**src/rtl/rowcache_pkg.sv**
```systemverilog
// Package: shared types for the row-register cache controller.
// Assumes: nothing beyond IEEE 1800-2017.
package rowcache_pkg;

    // Controller state: idle accepts reads, fill waits out a row reload.
    typedef enum logic {
        RC_IDLE = 1'b0,
        RC_FILL = 1'b1
    } rc_state_t;

endpackage

```
**src/rtl/rowcache_array.sv**
```systemverilog
// Module: rowcache_array
// Banked backing storage. One write port for a single word, and one
// combinational port that reads a whole row of a chosen bank.
// Assumes: the caller merges a same-cycle write into the row it reads.
module rowcache_array #(
    parameter int DATA_W = 8,
    parameter int BANK_W = 2,
    parameter int ROW_W  = 3,
    parameter int COL_W  = 4
) (
    input  logic                      clk,
    input  logic                      wr_en,
    input  logic [BANK_W-1:0]         wr_bank,
    input  logic [ROW_W-1:0]          wr_row,
    input  logic [COL_W-1:0]          wr_col,
    input  logic [DATA_W-1:0]         wr_data,
    input  logic [BANK_W-1:0]         rd_bank,
    input  logic [ROW_W-1:0]          rd_row,
    output logic [DATA_W*(1<<COL_W)-1:0] row_data
);
    localparam int COLS  = 1 << COL_W;
    localparam int IDX_W = BANK_W + ROW_W + COL_W;
    localparam int DEPTH = 1 << IDX_W;

    logic [DATA_W-1:0] mem [0:DEPTH-1];

    // Store one word per write.
    always_ff @(posedge clk) begin
        if (wr_en) begin
            mem[{wr_bank, wr_row, wr_col}] <= wr_data;
        end
    end

    // Present every column of the selected row at once.
    for (genvar c = 0; c < COLS; c++) begin : g_col
        assign row_data[c*DATA_W +: DATA_W] = mem[{rd_bank, rd_row, COL_W'(c)}];
    end

endmodule

```
**src/rtl/rowcache_tags.sv**
```systemverilog
// Module: rowcache_tags
// Per-bank last-row tags with valid bits, and two comparators: one for the
// read path and one for the write path.
// Assumes: set_en is pulsed once per completed row reload.
module rowcache_tags #(
    parameter int BANK_W = 2,
    parameter int ROW_W  = 3
) (
    input  logic              clk,
    input  logic              rst_n,
    input  logic              set_en,
    input  logic [BANK_W-1:0] set_bank,
    input  logic [ROW_W-1:0]  set_row,
    input  logic [BANK_W-1:0] rd_bank,
    input  logic [ROW_W-1:0]  rd_row,
    output logic              rd_hit,
    input  logic [BANK_W-1:0] wr_bank,
    input  logic [ROW_W-1:0]  wr_row,
    output logic              wr_hit
);
    localparam int NBANK = 1 << BANK_W;

    logic [NBANK-1:0] valid_q;
    logic [ROW_W-1:0] tag_q [NBANK];

    // Valid bits: cleared by reset, set when a bank finishes a reload.
    always_ff @(posedge clk) begin
        if (!rst_n) begin
            valid_q <= '0;
        end else if (set_en) begin
            valid_q[set_bank] <= 1'b1;
        end
    end

    // Tag rows: record the row just loaded into the bank.
    always_ff @(posedge clk) begin
        if (set_en) begin
            tag_q[set_bank] <= set_row;
        end
    end

    // Comparators for the read and write lookups.
    always_comb begin
        rd_hit = valid_q[rd_bank] && (tag_q[rd_bank] == rd_row);
        wr_hit = valid_q[wr_bank] && (tag_q[wr_bank] == wr_row);
    end

    // After a reload the bank must report the loaded row as cached.
    assert_tag_loaded_R5: assert property (@(posedge clk) disable iff (!rst_n)
        set_en |=> (valid_q[$past(set_bank)] && (tag_q[$past(set_bank)] == $past(set_row))));

endmodule

```
**src/rtl/rowcache_rowbuf.sv**
```systemverilog
// Module: rowcache_rowbuf
// Row registers, one full row per bank. A reload replaces a whole row.
// A write that hits the bank's tag updates a single word.
// Assumes: load data already carries any write made in the load cycle.
module rowcache_rowbuf #(
    parameter int DATA_W = 8,
    parameter int BANK_W = 2,
    parameter int COL_W  = 4
) (
    input  logic                         clk,
    input  logic                         rst_n,
    input  logic                         load_en,
    input  logic [BANK_W-1:0]            load_bank,
    input  logic [DATA_W*(1<<COL_W)-1:0] load_data,
    input  logic                         wr_en,
    input  logic                         wr_hit,
    input  logic [BANK_W-1:0]            wr_bank,
    input  logic [COL_W-1:0]             wr_col,
    input  logic [DATA_W-1:0]            wr_data,
    input  logic [BANK_W-1:0]            rd_bank,
    input  logic [COL_W-1:0]             rd_col,
    output logic [DATA_W-1:0]            rd_word
);
    localparam int NBANK = 1 << BANK_W;
    localparam int COLS  = 1 << COL_W;

    logic [DATA_W-1:0] rr [NBANK][COLS];

    for (genvar b = 0; b < NBANK; b++) begin : g_bank
        // Bank storage: a reload takes priority over a word update.
        always_ff @(posedge clk) begin
            if (load_en && (load_bank == BANK_W'(b))) begin
                for (int c = 0; c < COLS; c++) begin
                    rr[b][c] <= load_data[c*DATA_W +: DATA_W];
                end
            end else if (wr_en && wr_hit && (wr_bank == BANK_W'(b))) begin
                rr[b][wr_col] <= wr_data;
            end
        end
    end

    // Read port of the selected bank's row register.
    assign rd_word = rr[rd_bank][rd_col];

    // A hitting write must be visible in the row register one cycle later.
    assert_write_through_R8: assert property (@(posedge clk) disable iff (!rst_n)
        (wr_en && wr_hit && !(load_en && (load_bank == wr_bank)))
        |=> (rr[$past(wr_bank)][$past(wr_col)] == $past(wr_data)));

endmodule

```
**src/rtl/rowcache_ctrl.sv**
```systemverilog
// Module: rowcache_ctrl (top)
// Read front end for a banked array. It serves reads from per-bank row
// registers, reloads a row on a miss after MISS_LAT stall cycles, and
// writes through to both the array and any matching row register.
// Assumes: address = {row, bank, column}; MISS_LAT >= 1.
module rowcache_ctrl
    import rowcache_pkg::*;
#(
    parameter int DATA_W   = 8,
    parameter int BANK_W   = 2,
    parameter int ROW_W    = 3,
    parameter int COL_W    = 4,
    parameter int MISS_LAT = 4
) (
    input  logic                             clk,
    input  logic                             rst_n,
    input  logic                             rd_req,
    input  logic [ROW_W+BANK_W+COL_W-1:0]    rd_addr,
    output logic                             rd_ready,
    output logic                             rd_valid,
    output logic [DATA_W-1:0]                rd_data,
    input  logic                             wr_en,
    input  logic [ROW_W+BANK_W+COL_W-1:0]    wr_addr,
    input  logic [DATA_W-1:0]                wr_data
);
    localparam int COLS  = 1 << COL_W;
    localparam int ROWBITS = DATA_W * COLS;
    localparam int CNT_W = (MISS_LAT > 1) ? $clog2(MISS_LAT) : 1;

    // Address fields.
    logic [COL_W-1:0]  rd_col,  wr_col;
    logic [BANK_W-1:0] rd_bank, wr_bank;
    logic [ROW_W-1:0]  rd_row,  wr_row;

    assign rd_col  = rd_addr[COL_W-1:0];
    assign rd_bank = rd_addr[COL_W +: BANK_W];
    assign rd_row  = rd_addr[COL_W+BANK_W +: ROW_W];
    assign wr_col  = wr_addr[COL_W-1:0];
    assign wr_bank = wr_addr[COL_W +: BANK_W];
    assign wr_row  = wr_addr[COL_W+BANK_W +: ROW_W];

    // Controller state and the pending miss.
    rc_state_t         state_q;
    logic [CNT_W-1:0]  cnt_q;
    logic [BANK_W-1:0] pend_bank_q;
    logic [ROW_W-1:0]  pend_row_q;
    logic [COL_W-1:0]  pend_col_q;

    logic              rd_hit, wr_hit;
    logic              fill_done;
    logic              accept;
    logic [ROWBITS-1:0] arr_row, fill_row;
    logic [DATA_W-1:0]  buf_word, fill_word, hit_word;

    assign rd_ready  = (state_q == RC_IDLE);
    assign accept    = rd_req && rd_ready;
    assign fill_done = (state_q == RC_FILL) && (cnt_q == '0);

    rowcache_array #(
        .DATA_W (DATA_W),
        .BANK_W (BANK_W),
        .ROW_W  (ROW_W),
        .COL_W  (COL_W)
    ) u_array (
        .clk      (clk),
        .wr_en    (wr_en),
        .wr_bank  (wr_bank),
        .wr_row   (wr_row),
        .wr_col   (wr_col),
        .wr_data  (wr_data),
        .rd_bank  (pend_bank_q),
        .rd_row   (pend_row_q),
        .row_data (arr_row)
    );

    rowcache_tags #(
        .BANK_W (BANK_W),
        .ROW_W  (ROW_W)
    ) u_tags (
        .clk      (clk),
        .rst_n    (rst_n),
        .set_en   (fill_done),
        .set_bank (pend_bank_q),
        .set_row  (pend_row_q),
        .rd_bank  (rd_bank),
        .rd_row   (rd_row),
        .rd_hit   (rd_hit),
        .wr_bank  (wr_bank),
        .wr_row   (wr_row),
        .wr_hit   (wr_hit)
    );

    rowcache_rowbuf #(
        .DATA_W (DATA_W),
        .BANK_W (BANK_W),
        .COL_W  (COL_W)
    ) u_rowbuf (
        .clk       (clk),
        .rst_n     (rst_n),
        .load_en   (fill_done),
        .load_bank (pend_bank_q),
        .load_data (fill_row),
        .wr_en     (wr_en),
        .wr_hit    (wr_hit),
        .wr_bank   (wr_bank),
        .wr_col    (wr_col),
        .wr_data   (wr_data),
        .rd_bank   (rd_bank),
        .rd_col    (rd_col),
        .rd_word   (buf_word)
    );

    // Fill row: array contents with a same-cycle write to that row merged in.
    always_comb begin
        fill_row = arr_row;
        if (wr_en && (wr_bank == pend_bank_q) && (wr_row == pend_row_q)) begin
            fill_row[wr_col*DATA_W +: DATA_W] = wr_data;
        end
        fill_word = fill_row[pend_col_q*DATA_W +: DATA_W];
    end

    // Hit data: a write to the same word in this cycle wins.
    always_comb begin
        hit_word = (wr_en && (wr_addr == rd_addr)) ? wr_data : buf_word;
    end

    // Sequencer: take reads, wait out a miss, return data.
    always_ff @(posedge clk) begin
        if (!rst_n) begin
            state_q  <= RC_IDLE;
            cnt_q    <= '0;
            rd_valid <= 1'b0;
            rd_data  <= '0;
        end else begin
            rd_valid <= 1'b0;
            case (state_q)
                RC_IDLE: begin
                    if (accept) begin
                        if (rd_hit) begin
                            rd_valid <= 1'b1;
                            rd_data  <= hit_word;
                        end else begin
                            state_q <= RC_FILL;
                            cnt_q   <= CNT_W'(MISS_LAT - 1);
                        end
                    end
                end
                RC_FILL: begin
                    if (cnt_q == '0) begin
                        state_q  <= RC_IDLE;
                        rd_valid <= 1'b1;
                        rd_data  <= fill_word;
                    end else begin
                        cnt_q <= cnt_q - 1'b1;
                    end
                end
                default: state_q <= RC_IDLE;
            endcase
        end
    end

    // Pending miss address: captured when a missing read is taken.
    always_ff @(posedge clk) begin
        if (!rst_n) begin
            pend_bank_q <= '0;
            pend_row_q  <= '0;
            pend_col_q  <= '0;
        end else if (accept && !rd_hit) begin
            pend_bank_q <= rd_bank;
            pend_row_q  <= rd_row;
            pend_col_q  <= rd_col;
        end
    end

    // Data only ever appears with the controller ready again.
    assert_valid_when_ready_R4: assert property (@(posedge clk) disable iff (!rst_n)
        rd_valid |-> rd_ready);

    // A hit answers next cycle without a stall.
    assert_hit_next_cycle_R3: assert property (@(posedge clk) disable iff (!rst_n)
        (accept && rd_hit) |=> (rd_valid && rd_ready));

    // A miss drops ready on the following cycle.
    assert_miss_stalls_R4: assert property (@(posedge clk) disable iff (!rst_n)
        (accept && !rd_hit) |=> (!rd_ready && !rd_valid));

    // While stalled and not finishing, no data is produced.
    assert_no_valid_in_stall_R10: assert property (@(posedge clk) disable iff (!rst_n)
        ((state_q == RC_FILL) && (cnt_q != '0)) |=> !rd_valid);

endmodule

```
**config.mk**
```make
export PLATFORM = sky130hd
export DESIGN_NAME = rowcache_ctrl
export DESIGN_NICKNAME = d
export VERILOG_FILES = /design/src/rtl/rowcache_pkg.sv /design/src/rtl/rowcache_array.sv /design/src/rtl/rowcache_tags.sv /design/src/rtl/rowcache_rowbuf.sv /design/src/rtl/rowcache_ctrl.sv
export SDC_FILE = /design/constraint.sdc
export NUM_CORES = 2
export LEC_CHECK = 0
export BUFFER_PORTS_ARGS = -buffer_cell sky130_fd_sc_hd__buf_2
export CORE_MARGIN = 4
export CORE_UTILIZATION = 35
export CTS_CLUSTER_SIZE = 8
export DETAILED_ROUTE_END_ITERATION = 7
export GPL_ROUTABILITY_DRIVEN = 0
export PLACE_DENSITY = 0.61
export SYNTH_ARGS = -nofsm -noshare
export SYNTH_HDL_FRONTEND = slang
export SYNTH_MEMORY_MAX_BITS = 65536
export SYNTH_SLANG_ARGS = --single-unit
```
**constraint.sdc**
```tcl
create_clock -name clk -period 4.9 [get_ports clk]
set_clock_uncertainty 0.05 [all_clocks]
set_input_delay 0.245 -clock clk [delete_from_list [all_inputs] [get_ports clk]]
set_output_delay 0.245 -clock clk [all_outputs]
set_load 0.01 [all_outputs]
```
Word-level counts from Yosys, hierarchy flattened
Memories as Yosys holds them, arrays and structs flattened. A register that Yosys moved wholly into a read port is not among the register bits.
Cells that the tools add are included.
- $add $sub $neg: 2
- $lt $le $gt $ge: 7
- equal/unequal tests: 16
- shift-type cells: 3
- mux-type cells: 598
- bitwise logic cells: 516
- reduce and logical (&&, ||, !) cells: 25
- operators with widths (kind ; number):
    $mux 128 ; 5
    $mux 1 ; 541
    $or 1x1->1 ; 512
    $mux 9 ; 32
    $bwmux 128 ; 1
    $shift 8x34->128 const A ; 1
    $shiftx 128x8->8 ; 1
    $shiftx 8x34->128 ; 1
    $mux 8 ; 7
    $neg 7->34 ; 1
    $bmux 8 s4 ; 1
    $demux 8 s4 ; 1
    $logic_and 1x1->1 ; 19
    $pmux 8 s2 ; 1
    $ge 5x5->1 const B ; 2
    $not 4->5 ; 2
    $eq 3x3->1 ; 3
    $eq 9x9->1 ; 1
    $lt 2x3->1 const B ; 3
    $eq 2x2->1 const B ; 4
    $logic_not 2->1 ; 3
    $mux 2 ; 3
    $ne 2x1->1 const B ; 3
    $reduce_and 3->1 ; 2
    13 further kinds ; 17
- register bits after elaboration: 25
- bits in writable memories: 4620
- input port bits: 30
- output and inout bits: 10
- word-level logic and storage cells: 1178
- memories kept: 3
- memory list (name ; depth ; bits a word ; read ports ; clocked after Yosys merged registers in ; write ports ; RTL line ; source):
    u_array.mem ; 512 ; 8 ; 16 ; 16 ; 1 ; rowcache_array.sv:25 ; logic [DATA_W-1:0] mem [0:DEPTH-1];
    u_rowbuf.rr ; 4 ; 128 ; 1 ; 0 ; 4 ; rowcache_rowbuf.sv:27 ; logic [DATA_W-1:0] rr [NBANK][COLS];
    u_tags.tag_q ; 4 ; 3 ; 2 ; 0 ; 1 ; rowcache_tags.sv:24 ; logic [ROW_W-1:0] tag_q [NBANK];

Depth between registers and ports, before layout
- word-level depth: 9
- depth in mapped cells: 16
- gate-level depth less buffers: 11

Cells and area by module
Synthesis repeated with hierarchy kept, for this count alone.
- cells, all modules: 9485
- area total of the unflattened synthesis: 188017.8 µm²
- modules (own cells, without submodules) (module ; times used ; cells an instance ; area each (µm²) ; sequential area each (µm²)):
    rowcache_array ; 1 ; 7045 ; 155248.9 ; 122998.0
    rowcache_rowbuf ; 1 ; 1636 ; 26633.0 ; 15374.7
    rowcache_ctrl ; 1 ; 751 ; 5317.6 ; 420.4
    rowcache_tags ; 1 ; 53 ; 818.3 ; 440.4

Worst setup path before layout
No wires, ideal clock.
- path kind: input to register
- start: input port wr_addr[0]
- end: register rd_data[0]
- library setup time: 0.139 ns
- data arrival time: 3.137 ns
- required time: 4.711 ns
- setup slack: 1.574 ns
- stages on the path: 14
- buffers on the path: 3
- path through: buf_2 -> clkinv_1 -> ha_1 -> clkbuf_1 -> nor3b_1 -> o2111ai_1 -> or3_1 -> clkbuf_1 -> o21ai_0 -> o21ai_0 -> mux4_2 -> or2_1 -> a31oi_1 -> a2111oi_2
- word-level cells in the longest chain between the ends: 7
- elaborated cells on any way between the ends: 13
- classes of those cells: add/sub (1); eq/ne (1); shift (3); mux (7); reduce/logical (1)
- ends and longest elaborated chain (element ; RTL line ; source):
    from (decl) ; rowcache_ctrl.sv:23 ; input logic [ROW_W+BANK_W+COL_W-1:0] wr_addr,
    $neg 7->34 ; rowcache_ctrl.sv:117 ; fill_row[wr_col*DATA_W +: DATA_W] = wr_data;
    $shiftx 8x34->128 or $shift 8x34->128 (tied branches) ; rowcache_ctrl.sv:117 ;
    $bwmux 128 ; rowcache_ctrl.sv:117 ;
    $mux 128 ; rowcache_ctrl.sv:116 ; if (wr_en && (wr_bank == pend_bank_q) && (wr_row == pend_row_q)) begin
    $shiftx 128x8->8 ; rowcache_ctrl.sv:119 ; fill_word = fill_row[pend_col_q*DATA_W +: DATA_W];
    $mux 8 ; rowcache_ctrl.sv:149 ; if (cnt_q == '0) begin
    $pmux 8 s2 * ; rowcache_ctrl.sv:136 ; case (state_q)
    to (signal assigned) ; rowcache_ctrl.sv:141 ; rd_data <= hit_word;
    to (signal assigned) ; rowcache_ctrl.sv:152 ; rd_data <= fill_word;
    to (decl) ; rowcache_ctrl.sv:21 ; output logic [DATA_W-1:0] rd_data,
Every way passes the cells marked *; elsewhere a longest branch is shown, timed or not. The select of a mux whose other input is x is not followed.
A chain may end at the register's enable or synchronous reset.

==> summary.md <==
| Metric | Value |
|---|---|
| Initial antenna violation count | `67` |
| Crit-path max cell delay | `0.84 ns` |
| Worst hold path class | `primary input to flip-flop` |
| Residual DRC | `0` |
| Critical Path AT | `5.98 ns` |
| Core area | `approximately 540000 um^2` |
| P_int | `70.86 mW` |
| Post-synthesis async set-or-reset flop share | `0%` |
| Post-Synthesis Cells | `roughly 9.5k` |
| CP Launch Type | `flip-flop` |
| Min Clock Period, post-route | `a little over 5 ns` |
| EDFF count, synth | `~4.6k` |
| Leakage | `68.36 nW` |
| Stages on worst setup path | `9` |
| Crit path to | `rd_data[3]` |
| Pins Over Slew Limit | `2` |
| Clock sink total | `4650` |
| Initial Util | `35.13%` |
| Fin crit share | `103.0%` |
| Register bit total from synthesis | `4650` |
| Total power | `approximately 90 mW` |
| # Post-CTS Setup Buffers | `0` |
| Main synth FF type | `edfxtp_1` |
| Post-synthesis net count | `9567` |
| Reg clk slew, reported paths | `0.06 ns` |
| RSZ-0062 raised after global routing | `no` |
| CTS max path bufs | `4` |
| Worst slew pin tran | `1.550 ns` |
| Die Span Y | `741.8 um` |
| Standard-cell row count | `269` |
| HPWL after DPL | `416900 um` |
| Violated checks | `max-slew violations, negative setup slack` |
| Worst rel slew slack | `-3.332%` |
| Status | `complete, but fails checks` |
| Die area | `about 550000 um^2` |
| Port Buffer Count | `39` |
| Setup TNS | `-0.2103 ns` |
| Initial DRC count | `17.66k` |
| Critical Path RT | `5.83 ns` |
| Post-route worst setup slack | `-0.1450 ns` |
| Clock root cell | `clkbuf_16` |
| Reg area | `139400 um^2` |
| Most used cell, CP | `nand3_1` |
| Critical path's slowest cell | `dfxtp_4` |
| Wire length per cell | `about 36 um` |
| Hold Fails Final Rpt | `0` |
| Maximum vdd drop | `between 0.2 and 0.3 mV` |
| CTS tree | `built` |
| CP max FO | `32` |
| P&R area growth vs syn | `17.12%` |
| R2R Path End | `rd_data[3]` |
| Psw | `21.68 mW` |
| Avg Vias per Cell | `around 6.0` |
| Share of post-route cells with drive strength above 1 | `31.65%` |
| Vias in the first global route | `105.2k` |
| Grt total ovfl | `0` |
| Clock Power Share | `43.7%` |
| CP endpoint kind | `flip-flop` |
| # IOs | `40` |
| 1st-pass router iterations | `8` |
| Comb pwr share | `approximately 8.5%` |
| Flop2flop setup slack | `-0.15 ns` |
| Area occupied by multi-input gates | `between 40000 and 50000 um^2` |
| YS warnings | `0` |
| Global-route wire length before repair | `roughly 870000 um` |
| Seq pwr share | `47.9%` |
| Die X | `741.8 um` |
| Register area share after synthesis | `73.93%` |
| Max Cap Viol | `0` |
| Post-Place Worst Slack | `-0.2466 ns` |
| Global-route usage over all layers | `22.59%` |
| Total wire length | `637800 um` |
| Final net count | `roughly 11k` |
| PwrDens | `419.2 nW/um^2` |
| CP delay by family, top | `simple AND/OR/NAND/NOR gates` |
| Post-synth cell types | `90` |
| Path depth of the worst reg2reg path | `9` |
| Post-Syn Area | `188500 um^2` |
| Via Count | `107.9k` |
| Hold Slack | `between 0.1 and 0.15 ns` |
| FMAX | `0.1982 GHz` |
| H-tree Lvls | `6` |
| Sw frac | `23.43%` |
| Clk Latency, worst-skew pair | `1.14 ns` |
| Fillers | `46.74k` |
| Final ANT Viol Nets | `0` |
| Total CTS buffers | `652` |
| Final setup viols | `2` |
| Crit path buffers/inverters | `1` |
| Largest net degree at the start of global routing | `218` |
| Syn avg cell area | `19.77 um^2` |
| Crit-path cells | `inv_4 > nor2_2 > nand3_1 > nand3_1 > o21ai_0 > nor2_1 > o211ai_1 > a31oi_1 > a21oi_1` |
| Critical path class | `flip-flop to flip-flop` |
layout by cell type, fill, tap and decap left out, types with 135 or more instances in the layout:
| cell type | instances |
|---|---|
| a21oi_1 | 170 |
| a22oi_1 | 135 |
| buf_4 | 821 |
| clkbuf_16 | 662 |
| edfxtp_1 | 4620 |
| mux2_2 | 432 |
| mux2i_1 | 314 |
| mux4_2 | 1117 |
| nand2_1 | 248 |
| nor2_1 | 728 |
| o21ai_0 | 159 |
| o22ai_1 | 243 |
synthesized netlist by cell type, types with 9 or more instances:
cell type,number,area [um^2]
and3_1,9,56.30
nor2_2,52,325.3
buf_6,54,608.1
nor4_1,27,168.9
nor2b_1,33,206.5
nand3_1,78,390.4
o31ai_1,9,67.56
mux2_2,432,4865
a211oi_1,17,127.6
a22oi_1,135,1013
nor3_1,53,265.3
buf_1,35,131.4
or3_1,24,150.1
a22o_1,12,105.1
nand4_1,26,162.7
edfxtp_1,4620,138700
a21oi_1,170,850.8
nand2b_1,21,131.4
nor2_1,732,2748
or4_1,21,157.7
o21ai_0,164,820.8
dfxtp_1,30,600.6
or2_2,10,62.56
and2_1,15,93.84
buf_2,142,710.7
clkbuf_1,292,1096
inv_1,18,67.56
mux2i_1,314,3143
o221ai_1,20,175.2
buf_4,99,743.2
mux4_2,1117,25160
a31oi_1,22,137.6
a2111oi_0,10,87.58
o211ai_1,16,120.1
o22ai_1,243,1520
nand2_1,280,1051
xnor2_1,21,183.9
a32oi_1,17,148.9
logic make-up after synthesis:
kind of cell               share of synthesized area (%)
xor gates and xnor gates                          0.1022
and+or+nand+nor                                    3.422
DFF                                                73.93
AOI/OAI and AO/OA                                  3.070
adders and majority gates                        0.03983
muxes                                              17.60
buffers and inverters                              1.844
tightest hold or removal path, cell delays in order:
cell,delay (ns)
dlygate4sd3_1,0.52
buf_2,0.19
mux2i_1,0.12
nor2_2,0.14
power groups by stage:
stage	logic [mW]	registers, mW	clock network [mW]
final	7.85	44.3	40.4
after global routing	7.97	44.2	42.5
after CTS	7.57	44.3	40.7
after detailed placement	7.53	45.0	0
after global placement	7.38	45.0	0
after floorplan	3.65	44.9	0
through the flow:
step | utilization, % | instance area, um^2 | cells
2_1_floorplan | - | 188500 | 9531
5_1_grt | 41.11 | 220500 | 17830
3_5_place_dp | 37.76 | 202600 | 17030
6_report | 41.14 | 220700 | 17910
4_1_cts | 41.10 | 220500 | 17830
3_3_place_gp | 37.73 | 202400 | 17020
state kept, by name, summed over array words and instances, names as in the netlist, named ones only:
name	count
state_q	1
cnt_q	2
pend_row_q	3
u_array.mem	4096
u_rowbuf.rr	512
u_tags.tag_q	12
rd_data	8
pend_col_q	4
rd_valid	1
u_tags.valid_q	4
pend_bank_q	2
final cells by class:
cell class | instances | share of cell area, %
antenna | 82 | 0.09296
clock buffer | 725 | 7.612
clock inverter | 51 | 0.4160
inverter | 24 | 0.04535
multi-input combinational | 4228 | 20.84
sequential | 4650 | 63.13
tap | 7181 | 4.070
timing repair buffer | 969 | 3.797
how the worst min path moves through the flow:
stage | start | slack, ns | end | cells past startpoint
after global placement | cnt_q[0] | 0.41 | cnt_q[0] | 1
final | rd_addr[6] | 0.10 | pend_row_q[0] | 4
after floorplan | wr_data[0] | 0.29 | u_array.mem[0][0] | 0
after CTS | rst_n | 0.11 | rd_data[2] | 5
after detailed placement | cnt_q[0] | 0.42 | cnt_q[0] | 1
after global routing | rd_addr[6] | 0.10 | pend_row_q[0] | 4
per-layer routing:
layer,vias up,wire length (um),global-route usage [%]
li1,41240,-,-
met1,56380,229300,29.44
met2,8398,284200,33.61
met3,1806,85920,7.430
met4,38,38190,12.00
met5,-,247,0.008655
what timing repair did:
action,in CTS,in global routing
hold buffers,20,0
endpoints found under the setup margin,5,5
hold endpoints to repair,867,0
resized for setup,2,1
Power figures use the tool's default switching activity.
